**src/rtl/kwd_pkg.sv**
```systemverilog
package kwd_pkg;
  localparam int CODE_W = 5;
  localparam int KEY_W  = 4;
  localparam int DATA_W = 8;
  localparam int ADDR_W = 8;
  localparam int EN_BIT = 7;
  localparam int FLAG_BIT = 7;
  localparam int CLR_BIT = 7;

  typedef logic [CODE_W-1:0] code_t;
  typedef logic [DATA_W-1:0] byte_t;

  // limit in ticks for a loaded code: zero is promoted to one
  function automatic code_t tick_limit(input code_t c);
    return (c == '0) ? code_t'(1) : c;
  endfunction

  // all-ones code parks the counter
  function automatic logic code_parked(input code_t c);
    return &c;
  endfunction

  // next-count arithmetic: wraps to zero on the final tick
  function automatic code_t count_next(input code_t cnt, input code_t c);
    return (cnt == tick_limit(c) - code_t'(1)) ? '0 : cnt + code_t'(1);
  endfunction

  function automatic logic is_final_tick(input code_t cnt, input code_t c);
    return cnt == tick_limit(c) - code_t'(1);
  endfunction
endpackage

```
**src/rtl/kwd_regs.sv**
```systemverilog
module kwd_regs
  import kwd_pkg::*;
#(
  parameter logic [ADDR_W-1:0] STAT_ADDR = 8'h09,
  parameter logic [ADDR_W-1:0] CTRL_ADDR = 8'h0A,
  parameter logic [KEY_W-1:0]  KEY      = 4'b1010,
  parameter byte_t             CTRL_RST = 8'h1F
) (
  input  logic              clk,
  input  logic              rst_n,
  input  logic              wr_en,
  input  logic [ADDR_W-1:0] addr,
  input  byte_t             wdata,
  input  logic              fault_flag,
  output byte_t             ctrl_q,
  output logic              key_hit,
  output logic              flag_clr,
  output byte_t             rd_data
);
  logic stat_sel, ctrl_sel;

  assign stat_sel = wr_en && (addr == STAT_ADDR);
  assign ctrl_sel = wr_en && (addr == CTRL_ADDR);
  assign key_hit  = stat_sel && (wdata[KEY_W-1:0] == KEY);
  assign flag_clr = stat_sel && !wdata[CLR_BIT];

  always_ff @(posedge clk or negedge rst_n) begin
    if (!rst_n)        ctrl_q <= CTRL_RST;
    else if (ctrl_sel) ctrl_q <= wdata;
  end

  // status byte: flag in its bit, every other bit reads zero
  byte_t stat_view;
  genvar gi;
  generate
    for (gi = 0; gi < DATA_W; gi++) begin : g_stat
      if (gi == FLAG_BIT) begin : g_flag
        assign stat_view[gi] = fault_flag;
      end else begin : g_zero
        assign stat_view[gi] = 1'b0;
      end
    end
  endgenerate

  always_comb begin
    if (addr == STAT_ADDR)      rd_data = stat_view;
    else if (addr == CTRL_ADDR) rd_data = ctrl_q;
    else                        rd_data = '0;
  end
endmodule

```
**src/rtl/kwd_counter.sv**
```systemverilog
module kwd_counter
  import kwd_pkg::*;
#(
  parameter code_t LOAD_RST = '1
) (
  input  logic  clk,
  input  logic  rst_n,
  input  logic  tick,
  input  logic  supply_ok,
  input  logic  key_hit,
  input  logic  rst_release,
  input  code_t code_in,
  output code_t count_q,
  output code_t loaded_q,
  output logic  restart,
  output logic  expire
);
  logic key_ok, parked, step;

  assign key_ok  = supply_ok && key_hit;
  assign restart = supply_ok && (key_hit || rst_release);
  assign parked  = code_parked(loaded_q);
  assign step    = supply_ok && !restart && !parked && tick;
  assign expire  = step && is_final_tick(count_q, loaded_q);

  always_ff @(posedge clk or negedge rst_n) begin
    if (!rst_n) begin
      loaded_q <= LOAD_RST;
    end else if (key_ok) begin
      loaded_q <= code_in;
    end
  end

  always_ff @(posedge clk or negedge rst_n) begin
    if (!rst_n)              count_q <= '0;
    else if (!supply_ok)     count_q <= '0;
    else if (restart)        count_q <= '0;
    else if (step)           count_q <= count_next(count_q, loaded_q);
  end
endmodule

```
**src/rtl/kwd_fault.sv**
```systemverilog
module kwd_fault (
  input  logic clk,
  input  logic rst_n,
  input  logic expire,
  input  logic enable,
  input  logic flag_clr,
  output logic fault_flag,
  output logic reset_req
);
  always_ff @(posedge clk or negedge rst_n) begin
    if (!rst_n)        fault_flag <= 1'b0;
    else if (expire)   fault_flag <= 1'b1;
    else if (flag_clr) fault_flag <= 1'b0;
  end

  always_ff @(posedge clk or negedge rst_n) begin
    if (!rst_n) reset_req <= 1'b0;
    else        reset_req <= expire && enable;
  end
endmodule

```
**src/rtl/keyed_wdt.sv**
```systemverilog
module keyed_wdt
  import kwd_pkg::*;
#(
  parameter logic [ADDR_W-1:0] STAT_ADDR = 8'h09,
  parameter logic [ADDR_W-1:0] CTRL_ADDR = 8'h0A,
  parameter logic [KEY_W-1:0]  KEY      = 4'b1010,
  parameter byte_t             CTRL_RST = 8'h1F
) (
  input  logic              clk,
  input  logic              rst_n,
  input  logic              tick,
  input  logic              supply_ok,
  input  logic              rst_release,
  input  logic              wr_en,
  input  logic [ADDR_W-1:0] addr,
  input  logic [DATA_W-1:0] wdata,
  output logic [DATA_W-1:0] rd_data,
  output logic              fault_flag,
  output logic              reset_req
);
  localparam code_t LOAD_RST = CTRL_RST[CODE_W-1:0];

  byte_t ctrl_q;
  logic  key_hit, flag_clr, restart, expire, wd_enable;
  code_t count_q, loaded_q, code_field;

  assign code_field = ctrl_q[CODE_W-1:0];
  assign wd_enable  = ctrl_q[EN_BIT];

  kwd_regs #(
    .STAT_ADDR(STAT_ADDR), .CTRL_ADDR(CTRL_ADDR), .KEY(KEY), .CTRL_RST(CTRL_RST)
  ) u_regs (
    .clk(clk), .rst_n(rst_n), .wr_en(wr_en), .addr(addr), .wdata(wdata),
    .fault_flag(fault_flag), .ctrl_q(ctrl_q), .key_hit(key_hit),
    .flag_clr(flag_clr), .rd_data(rd_data)
  );

  kwd_counter #(.LOAD_RST(LOAD_RST)) u_cnt (
    .clk(clk), .rst_n(rst_n), .tick(tick), .supply_ok(supply_ok),
    .key_hit(key_hit), .rst_release(rst_release), .code_in(code_field),
    .count_q(count_q), .loaded_q(loaded_q), .restart(restart), .expire(expire)
  );

  kwd_fault u_fault (
    .clk(clk), .rst_n(rst_n), .expire(expire), .enable(wd_enable),
    .flag_clr(flag_clr), .fault_flag(fault_flag), .reset_req(reset_req)
  );
endmodule

```
**config.mk**
```make
export PLATFORM = sky130hd
export DESIGN_NAME = keyed_wdt
export DESIGN_NICKNAME = d
export VERILOG_FILES = /design/src/rtl/kwd_pkg.sv /design/src/rtl/kwd_regs.sv /design/src/rtl/kwd_counter.sv /design/src/rtl/kwd_fault.sv /design/src/rtl/keyed_wdt.sv
export SDC_FILE = /design/constraint.sdc
export NUM_CORES = 1
export LEC_CHECK = 0
export BUFFER_PORTS_ARGS = -buffer_cell sky130_fd_sc_hd__buf_4
export CORE_MARGIN = 2
export CORE_UTILIZATION = 25
export CTS_CLUSTER_SIZE = 10
export DETAILED_ROUTE_END_ITERATION = 8
export GPL_ROUTABILITY_DRIVEN = 0
export PLACE_DENSITY = 0.41
export SKIP_CTS_REPAIR_TIMING = 1
export SLEW_MARGIN = 20
export SYNTH_ARGS = -nofsm -noshare
export SYNTH_HDL_FRONTEND = slang
export SYNTH_SLANG_ARGS = --single-unit
```
**constraint.sdc**
```tcl
create_clock -name clk -period 2.4 [get_ports clk]
set_clock_uncertainty 0.05 [all_clocks]
set_input_delay 0.24 -clock clk [delete_from_list [all_inputs] [get_ports clk]]
set_output_delay 0.24 -clock clk [all_outputs]
set_load 0.05 [all_outputs]
```
Word level (Yosys, flattened, before mapping)
Cells that the tools add are included.
Operators by class
  reductions and logical operators: 18
  $add $sub $neg: 2
  multiplexer cells: 9
  equal/unequal tests: 5
Operators by type and width (count)
  $mux W5: 5
  $eq A8 B4 Y1 const B: 2
  $mux W8: 2
  $logic_and A1 B1 Y1: 11
  $add A5 B1 Y5 const B: 1
  $eq A5 B5 Y1: 1
  $logic_not A5 Y1: 1
  $reduce_and A5 Y1: 1
  $sub A5 B1 Y5 const B: 1
  $eq A4 B4 Y1 const B: 1
  $logic_not A1 Y1: 3
  $ne A3 B1 Y1 const B: 1
  $mux W1: 2
  $reduce_bool A2 Y1: 1
  $logic_or A1 B1 Y1: 1
Word-level totals
  bits in registers: 20
  bits of input ports: 22

Depth between registers and ports, before layout
Gate-level depths: netlist of the first run.
  word-level depth: 12
  mapped depth: 8
  depth with buffers taken out: 8

Hierarchy
A second synthesis of the first run with hierarchy kept.
Second synthesis, totals
  cell total of the unflattened synthesis: 117
  area total of the unflattened synthesis: 1228.7 um2
By module, submodules not included
  kwd_counter: instances 1, area an instance 719.4 um2, cells an instance 78
  kwd_regs: instances 1, area an instance 441.7 um2, cells an instance 34
  kwd_fault: instances 1, area an instance 67.6 um2, cells an instance 5

Worst setup path before layout of the first run
No wires, ideal clock.
  kind: register -> register
  start point: register u_cnt.loaded_q[2]
  end point: register u_cnt.count_q[1]
  data arrival time: 1827 ps
  required time: 2218 ps
  setup slack: 391 ps
  stages on the path, launching flop included: 9
  clock period less this slack: 2009 ps
  path buffers: 0
  library setup time: 132 ps
  cell sequence: dfstp_2 nor4_1 nor2_1 ha_1 nor3b_1 xnor2_1 nand3_1 o311ai_0 a21oi_1
Between the ends
  word-level cells in the longest chain between the ends: 8
RTL lines
  from (decl): RTL line kwd_counter.sv:14  | output code_t loaded_q,
  from (signal assigned): RTL line kwd_counter.sv:30  | loaded_q <= code_in;
  $logic_not A5 Y1: RTL line kwd_pkg.sv:15  | return (c == '0) ? code_t'(1) : c;
  $mux W5: RTL line kwd_pkg.sv:15
  $sub A5 B1 Y5: RTL line kwd_pkg.sv:25  | return (cnt == tick_limit(c) - code_t'(1)) ? '0 : cnt + code_t'(1);
  $eq A5 B5 Y1: RTL line kwd_pkg.sv:25
  $mux W5: RTL line kwd_pkg.sv:25
  $mux W5: RTL line kwd_counter.sv:38  | else if (step) count_q <= count_next(count_q, loaded_q);
  $mux W5: RTL line kwd_counter.sv:37  | else if (restart) count_q <= '0;
  $mux W5: RTL line kwd_counter.sv:36  | else if (!supply_ok) count_q <= '0;
  to (signal assigned): RTL line kwd_counter.sv:38
  to (decl): RTL line kwd_counter.sv:13  | output code_t count_q,
Several ways; a longest one is shown, not always the timed one. The select of a mux whose other input is x is not followed.
A chain may end at the register's enable or synchronous reset.

Worst setup path after layout of the first run
  start point: register u_cnt.loaded_q[2]
  end point: register u_cnt.count_q[4]
Same word-level chain as after synthesis.

==> results of run 1 <==
## metrics by stage
step,instance area [µm²],hold slack (ps),utilization,setup slack [ps]
finish,1508,160.9,0.3487,225.3
global route,1508,164.0,0.3487,52.09
CTS,1468,-191.1,0.3394,137.9
detailed placement,1413,89.15,0.3267,164.1
global placement,1413,89.01,0.3267,225.2
floorplan,1109,-105.6,-,391.2
## worst paths after layout
path / to / slack [ps] / startpoint
min in group asynchronous: u_cnt.count_q[4] / 340 / rst_n
max: u_cnt.count_q[4] / 230 / u_cnt.loaded_q[2]
max reg2reg: u_cnt.count_q[4] / 230 / u_cnt.loaded_q[2]
min reg2reg: u_regs.ctrl_q[6] / 450 / u_regs.ctrl_q[6]
min: u_regs.ctrl_q[5] / 160 / wdata[5]
max in group asynchronous: u_cnt.loaded_q[2] / 1680 / rst_n
## metal layers
metal,track usage,vias up
li1,-,447
met1,0.1499,404
met2,0.1813,21
met3,0.01852,2
met4,0.01887,0
met5,0,-
## report_power, final
part	total (W)	switching, W	leakage (nW)	internal, W
logic	0.0000638	0.0000274	0.467	0.0000363
clock network	0.000259	0.000113	0.0288	0.000146
registers	0.000352	0.00000458	0.237	0.000347
## worst max-delay path, delay by kind of cell (launching register included)
family	cells	cell delay, ps
fa+ha+maj	1	210
simple gates	5	820
flops	1	600
xor+xnor	2	360
## cells by family after synthesis
logic type | after synthesis | share of synthesized area
DFF | 20 | 0.4628
buffers and inverters | 4 | 0.01467
muxes | 14 | 0.1411
and+or+nand+nor | 43 | 0.2449
adders and majority gates | 2 | 0.02257
AOI/OAI and AO/OA | 10 | 0.05869
xor gates and xnor gates | 7 | 0.05531
## Yosys cell counts
cell type / n
sky130_fd_sc_hd__xor2_1: 4
sky130_fd_sc_hd__buf_2: 1
sky130_fd_sc_hd__nor3_1: 1
sky130_fd_sc_hd__o311ai_0: 1
sky130_fd_sc_hd__nand4b_1: 1
sky130_fd_sc_hd__dfstp_2: 10
sky130_fd_sc_hd__nand3b_1: 1
sky130_fd_sc_hd__nor2_1: 5
sky130_fd_sc_hd__nand2_1: 4
sky130_fd_sc_hd__mux2i_1: 1
sky130_fd_sc_hd__and3_1: 10
sky130_fd_sc_hd__nor4_1: 5
sky130_fd_sc_hd__nor4bb_1: 2
sky130_fd_sc_hd__inv_1: 2
sky130_fd_sc_hd__xnor2_1: 3
sky130_fd_sc_hd__a21oi_1: 1
sky130_fd_sc_hd__nor4_2: 1
sky130_fd_sc_hd__o21ai_1: 1
sky130_fd_sc_hd__a22o_2: 1
sky130_fd_sc_hd__or3_1: 1
sky130_fd_sc_hd__clkbuf_1: 1
sky130_fd_sc_hd__nor3_2: 1
sky130_fd_sc_hd__nor3b_1: 1
sky130_fd_sc_hd__and4bb_2: 1
sky130_fd_sc_hd__nand3_2: 1
sky130_fd_sc_hd__nand4_1: 1
sky130_fd_sc_hd__o21a_1: 1
sky130_fd_sc_hd__mux2_2: 13
sky130_fd_sc_hd__nand3_1: 5
sky130_fd_sc_hd__dfrtp_1: 10
sky130_fd_sc_hd__o22ai_1: 1
sky130_fd_sc_hd__a22oi_1: 1
sky130_fd_sc_hd__o21ai_0: 3
sky130_fd_sc_hd__nor2b_1: 2
sky130_fd_sc_hd__ha_1: 2
## cell type report
cell class | count | area [µm²] | area share
timing repair buffer | 34 | 257.7 | 0.1710
multi-input combinational | 76 | 609.3 | 0.4041
inverter | 2 | 7.507 | 0.004979
clock buffer | 4 | 55.05 | 0.03651
sequential | 20 | 513.0 | 0.3402
tap | 52 | 65.06 | 0.04315
## flip-flops by register name (all words and copies together) (netlist names)
name / flops
u_cnt.loaded_q: 5
u_cnt.count_q: 5
u_regs.ctrl_q: 8
u_fault.fault_flag: 1
u_fault.reset_req: 1
==> results by stage, run 1 <==
Worst setup path:
- The critical path is of the reg -> reg type.
- The endpoint arrival time on the critical path is 2250 ps.
- On the worst path, the slowest cell contributes a delay of 600 ps.
- STA classifies the critical path startpoint as a register.
- The slowest cell on the critical path is sky130_fd_sc_hd__dfstp_2.
- At the worst endpoint, the required time is 2480 ps.
- Counting cells, the worst reg-to-reg path comes to 8.
- The signal on the critical path passes through nor4_1 -> nor2_1 -> ha_1 -> xor2_1 -> xnor2_1 -> nand3_2 -> nor4_4 -> nor4_1.
- STA classifies the critical path endpoint as a register.
- The critical-path maximum fanout is 6.
- The cell with the most instances on the worst path is sky130_fd_sc_hd__nor4_1.

Run status:
- The run finished with clean final reports.

Floorplan:
- The initial core utilization is 0.2564.
- The core area is 4324 µm².
- The die boundary width is 70.59 µm.
- The number of placement rows is 24.
- The die covers 4983 µm².
- The vertical die dimension is 70.59 µm.
- The number of ports placed on the die boundary is 32.

Synthesis:
- The gate count of the mapped netlist is 100.
- The total nets after synthesis is 124.
- By area the synthesized netlist is led by sky130_fd_sc_hd__dfstp_2 (24%), sky130_fd_sc_hd__dfrtp_1 (23%), sky130_fd_sc_hd__mux2_2 (13%).
- Yosys printed 0 warnings.
- A synthesized cell averages 11.09 µm².
- After synthesis the netlist holds a flip-flop and latch count of 20.
- Of the post-synthesis cell area, the dominant cell type holds 0.2370.
- The count of unique library cells instantiated by Yosys is 35.
- The cell area that synthesis handed to floorplanning was 1109 µm².
- The share of the Yosys chip area taken by registers is 0.4628.
- Summed over all instances, the cell type with the most area after synthesis is sky130_fd_sc_hd__dfstp_2.

Timing:
- Derived from the worst setup path, the maximum achievable clock frequency is 459.8 MHz.
- The worst path needs 2175 ps of the cycle, external delays included.
- The period utilization is 0.9061.
- In this run the tightest slew margin relative to its limit is 0.6248.
- The transition time of the tightest slew-check pin is 558.7 ps.
- Setup repair after global routing left no endpoint under its margin.
- The count of final hold-check violations is 0.
- The number of pins with negative max-slew slack in the final report was 0.
- Setup total negative slack on the finished layout was measured at 0 ps.
- Setup violations remaining at the end of the flow were counted as 0.

Clocking:
- The root buffer cell is sky130_fd_sc_hd__clkbuf_8.
- Clock latency on the worst-skew pair, taken at its later pin, is 250 ps.
- The maximum number of buffers from clock root to sink is 2.
- The clock edge transition at the registers on the reported setup and hold paths is 80 ps.
- In this run the number of H-tree levels came out at 1.
- TritonCTS built the clock tree.
- The clock net in this run drives a total of 20 sinks.
- The number of buffers added by the clock tree synthesis step is 3.

GRT:
- The via count of the first global-routing pass is 934.
- Entering global routing, the biggest net connects 21 pins.
- After global routing the overflow that remains totals 0.
- The total track usage is 0.1082.
- The initial antenna violation count is 0.
- The first global-routing pass estimated 4436 µm of wire.

Min path:
- The worst hold path depth is 2.
- In this run the worst hold path is classified as in -> reg.

Route:
- After detailed routing, the number of vias per cell comes to 4.649.
- In the final routed layout, each cell accounts on average for 13.66 µm.
- The final routed wirelength across all metal layers is 2568 µm.
- The routed layout has 874 vias.
- For this run, the detailed router's first-pass iteration total came to 3.
- The met2 layer wire length in the routed design is 1225 µm.
- After the first detailed-routing iteration, the DRC count stood at 64.
- The met1 layer wirelength in the final routing is 1236 µm.
- The total DRC errors in the routed layout is 0.
- The highest layer touched by signal routing is met4.
- The detailed route wirelength on metal3 is 95 µm.
- Once detail routing completed, the nets flagged for antenna violations numbered 0.

Final layout:
- The layout overhead on the synthesized area is 36.00%.
- The net count of the finished layout is 161.
- Of the cells placed in the final design, the portion with a size suffix greater than 1 is 0.5000.
- The number of diodes added for antenna fixing is 0.
- In the layout the commonest cells are sky130_fd_sc_hd__buf_4 (33), sky130_fd_sc_hd__mux2_2 (13), sky130_fd_sc_hd__and3_1 (10), sky130_fd_sc_hd__dfrtp_1 (10), sky130_fd_sc_hd__dfstp_2 (10).
- The count of filler cells inserted in the layout is 464.
- Leaving out fill and tap cells, the most frequent cell in the layout is sky130_fd_sc_hd__buf_4.
- The final non-filler cell total is 188.

Power:
- The total power after layout is 0.0006746 W.
- In this run the static leakage power is 0.7328 nW.
- The maximum vdd ir drop is 177.1 µV.
- Dividing total power by cell area gives a power density of 447.4 nW/µm².

Placement:
- The count of port buffers added during placement is 31.
- The cell total after placement is 183.
- After legalization and detailed placement, the total HPWL measured 2004 µm.

Run:
- Max-cap violations in this run came to 0.
No activity file was read; power rests on OpenSTA's default activity.
==> inputs of run 2 (changes only) <==
--- a/config.mk
+++ b/config.mk
@@ -5,6 +5,7 @@
 export SDC_FILE = /design/constraint.sdc
 export NUM_CORES = 1
 export LEC_CHECK = 0
+export ABC_AREA = 1
 export BUFFER_PORTS_ARGS = -buffer_cell sky130_fd_sc_hd__buf_4
 export CORE_MARGIN = 2
 export CORE_UTILIZATION = 25
==> run 2 against run 1 <==
  * Clock power shrank 11%
  * Total power is 2.4% lower
  * First-iteration DRC count down 36%
  * Setup slack improved by 280 ps
  * Sequential share of layout area shrank 3.0 points
  * Non-clock buffer count shrank 2
  * Wire length increased by 9.4%
  * Critical path depth increased by 3
  * Critical path type unchanged
  * Critical endpoint is now u_cnt.count_q[3]
  * Largest cell class unchanged
  * Highest routed layer unchanged
==> results by stage, run 2 <==
Floorplan:
- The number of placement rows is 26.
- The die is 75.77 µm tall.
- The die boundary width is 75.77 µm.
- The initial core utilization is 0.2553.
- The core area is 5042 µm².
- The number of ports placed on the die boundary is 32.
- The die covers 5740 µm².

Synthesis:
- The register area share after synthesis is 0.3984.
- Of the post-synthesis cell area, the dominant cell type holds 0.2041.
- The most used flip-flop cell after synthesis is sky130_fd_sc_hd__dfstp_2.
- Counting distinct cell types in the post-synthesis netlist gives 27.
- The total nets after synthesis is 182.
- Yosys mapped a number of flops with a built-in enable equal to 0.
- Ranked by total cell area, the synthesized netlist is headed by sky130_fd_sc_hd__dfstp_2 (20%), sky130_fd_sc_hd__dfrtp_1 (19%), sky130_fd_sc_hd__nand2_1 (9.0%).
- The count of synthesis-stage warnings from yosys is 0.
- Synthesis handed over a netlist of 158 instances.
- The area of the mapped netlist is 1287 µm².
- For this run, asynchronously set or reset flops after synthesis account for 1.000.
- The commonest cells after synthesis are sky130_fd_sc_hd__nand2_1 (31), sky130_fd_sc_hd__inv_1 (25), sky130_fd_sc_hd__nand3_1 (19).
- Summed over all instances, the cell type with the most area after synthesis is sky130_fd_sc_hd__dfstp_2.
- The most used standard cell by instance count after synthesis is sky130_fd_sc_hd__nand2_1.
- The register bit total from synthesis is 20.
- The average cell area after synthesis is 8.149 µm².

Clocking:
- Buffers inserted during clock tree synthesis total 3.
- The TritonCTS sink count is 20.
- In this run the deepest clock path goes through 2 buffers.
- The clock edge transition at the registers on the reported setup and hold paths is 80 ps.
- For the worst-skew pair, the clock arrives at the later sink with an insertion delay of 250 ps.
- CTS built an H-tree with a depth of 1.
- The root buffer cell chosen for the clock tree is sky130_fd_sc_hd__clkbuf_8.
- TritonCTS built the clock tree.

Timing:
- The transition time of the tightest slew-check pin is 380.7 ps.
- Setup repair after global routing left no endpoint under its margin.
- Subtracting the final worst setup slack from the clock period gives 1897 ps.
- In this run the tightest slew margin relative to its limit is 0.7453.
- The count of final hold-check violations is 0.
- In the finished design, the share of the clock period the worst path needs comes to 0.7903.
- Setup violations remaining at the end of the flow were counted as 0.
- Setup total negative slack on the finished layout was measured at 0 ps.
- Derived from the worst setup path, the maximum achievable clock frequency is 527.2 MHz.
- The number of pins with negative max-slew slack in the final report is 0.

Route:
- The total via count in the routed design is 1071.
- In the routed layout, each cell is associated on average with a via count of 4.072.
- Dividing the detail-routed wire length by the instance count gives 10.68 µm.
- The detailed router's first-iteration violation count is 41.
- The final routed wirelength across all metal layers is 2810 µm.
- The first detailed-routing pass ran for 4 iterations.
- For this run, design rule violations remaining after detail routing come to 0.
- The number of nets with antenna violations after routing is 0.

Worst setup path:
- The largest single stage delay on the critical path is 580 ps.
- The critical-path maximum fanout is 5.
- The endpoint class of the critical path is a register.
- The startpoint type of the worst setup path is a register.
- Traced cell by cell, the critical path runs through nor2_2 -> nand3_1 -> nand2_1 -> inv_1 -> ha_1 -> xor2_1 -> nand3_2 -> a21oi_4 -> nand2_4 -> nand3_1 -> nand2_1.
- At the worst endpoint, the arrival time is 2000 ps.
- The start-to-end type of the worst setup path is reg -> reg.
- At the worst endpoint, the required time is 2500 ps.
- The slowest cell on the critical path is sky130_fd_sc_hd__dfstp_2.

Final layout:
- The count of filler cells inserted in the layout is 533.
- The layout overhead on the synthesized area is 28.28%.
- The repair_antennas step left the layout with diodes totalling 0.
- The net count of the finished layout is 218.
- The flip-flop count of the largest register, all copies and words added is 8.
- u_regs.ctrl_q holds more flip-flops than any other register.
- The ratio of cells with drive above 1 in the final layout is 0.3990.
- At the end of the flow the core is filled with cells to 0.3275.
- In the layout the commonest cells are sky130_fd_sc_hd__nand2_1 (31), sky130_fd_sc_hd__buf_4 (31), sky130_fd_sc_hd__inv_1 (25).
- The largest registers in the layout are u_regs.ctrl_q x8, u_cnt.count_q x5, u_cnt.loaded_q x5.

Power:
- The combinational cell fraction of total power is 0.113.
- Of the total power, registers draw 0.537.
- The share of total power in the clock network is 0.350.
- The design internal power is 0.0005027 W.
- Of the total power, the share spent switching nets is 0.2369.
- In this run the power density over the cells is 398.8 nW/µm².
- IR analysis of the VDD net gives a maximum drop of 175.7 µV.
- The analysis attributes to cell leakage a power of 0.8356 nW.
- The switching component of the power is 0.0001560 W.

Min path:
- The type of the most critical hold path is in -> reg.

GRT:
- The total track usage is 0.1064.
- The via count of the first global-routing pass is 1014.
- Entering global routing, the biggest net connects 21 pins.
- The remaining global-route overflow is 0.
- The global-route wire length before repair is 4623 µm.
- The initial antenna violation count is 0.

Run:
- Across the run, the number of max-cap violations was 0.

Placement:
- Buffers placed on the I/O ports in this run total 31.
- Detailed placement finished with a half-perimeter wire length of 2262 µm.

Run status:
- The flow ran to the end, and the final reports show no timing, DRC or antenna violations.
==> run 2: changes by cell type after synthesis, sizes merged, moves of 3 or more <==
cell / previous run / this run
a21oi: 1 / 4
mux2: 13 / 1
o21ai: 4 / 10
and3: 10 / 0
inv: 2 / 28
nor2: 5 / 24
nand3: 6 / 22
nand2: 4 / 38
nor4: 6 / 0
==> run 2: layout make-up <==
| class | count | area, µm² | share of cell area |
|---|---|---|---|
| flip-flops and latches | 20 | 513.0 | 0.3106 |
| repair buffers | 32 | 242.7 | 0.1470 |
| well taps | 70 | 87.58 | 0.05303 |
| clock buffers | 4 | 45.04 | 0.02727 |
| inverters | 28 | 105.1 | 0.06364 |
| multi-input cells | 109 | 658.1 | 0.3985 |
==> run 2: worst max-delay path: cells and delay by family (launching register included) <==
family | cells | cell delay (ps)
flip-flops | 1 | 580
buffers and inverters | 1 | 60
adder cells (fa/ha/maj) | 1 | 230
AO/OA/AOI/OAI | 1 | 160
AND/OR/NAND/NOR | 7 | 550
XOR/XNOR | 1 | 160
==> run 2: final timing paths <==
check,startpoint,end,slack (ps),depth (start not counted)
max in group asynchronous,rst_n,u_cnt.loaded_q[0],1680,2
max reg2reg,u_cnt.loaded_q[2],u_cnt.count_q[3],500,11
min reg2reg,u_regs.ctrl_q[3],u_regs.ctrl_q[3],430,2
min,wdata[5],u_regs.ctrl_q[5],160,2
max,u_cnt.loaded_q[2],u_cnt.count_q[3],500,11
min in group asynchronous,rst_n,u_fault.fault_flag,340,2
==> run 2: power by group through the flow <==
stage	sequential [W]	clock (W)	combinational [W]
finish	0.000354	0.000231	0.0000742
global route	0.000356	0.000261	0.0000829
CTS	0.000354	0.000239	0.0000747
detailed placement	0.000360	0	0.0000746
global placement	0.000360	0	0.0000738
floorplan	0.000359	0	0.0000339
==> run 2: logic make-up (layout without fill, tap and decap cells) <==
| kind of cell | Yosys count | after routing | share of synthesized area |
|---|---|---|---|
| AND/OR/NAND/NOR | 86 | 86 | 0.3538 |
| flip-flops | 20 | 20 | 0.3984 |
| multiplexers | 1 | 1 | 0.01166 |
| XOR/XNOR | 5 | 5 | 0.03401 |
| buffers and inverters | 29 | 64 | 0.09038 |
| adder cells (fa/ha/maj) | 2 | 2 | 0.01943 |
| AO/OA/AOI/OAI | 15 | 15 | 0.09233 |
==> run 2: metrics by stage <==
step                cell area, µm²  total power (W)  setup WS (ps)  hold slack (ps)  cells
detailed placement            1597        0.0004348          489.4            92.11    258
floorplan                     1287        0.0003924          320.4           -105.6    158
global route                  1652        0.0006993          345.6            155.0    263
global placement              1597        0.0004337          531.5            89.62    258
finish                        1652        0.0006587          503.2            160.2    263
CTS                           1642        0.0006676          475.5           -190.5    262
==> run 2: layer usage <==
metal | wire length, µm | part of all wire | global-route usage
met1 | 1244 | 0.44 | 0.1392
met2 | 1426 | 0.51 | 0.1772
met3 | 127 | 0.045 | 0.02249
met4 | 11 | 0.0039 | 0.02924
met5 | 0 | 0 | 0
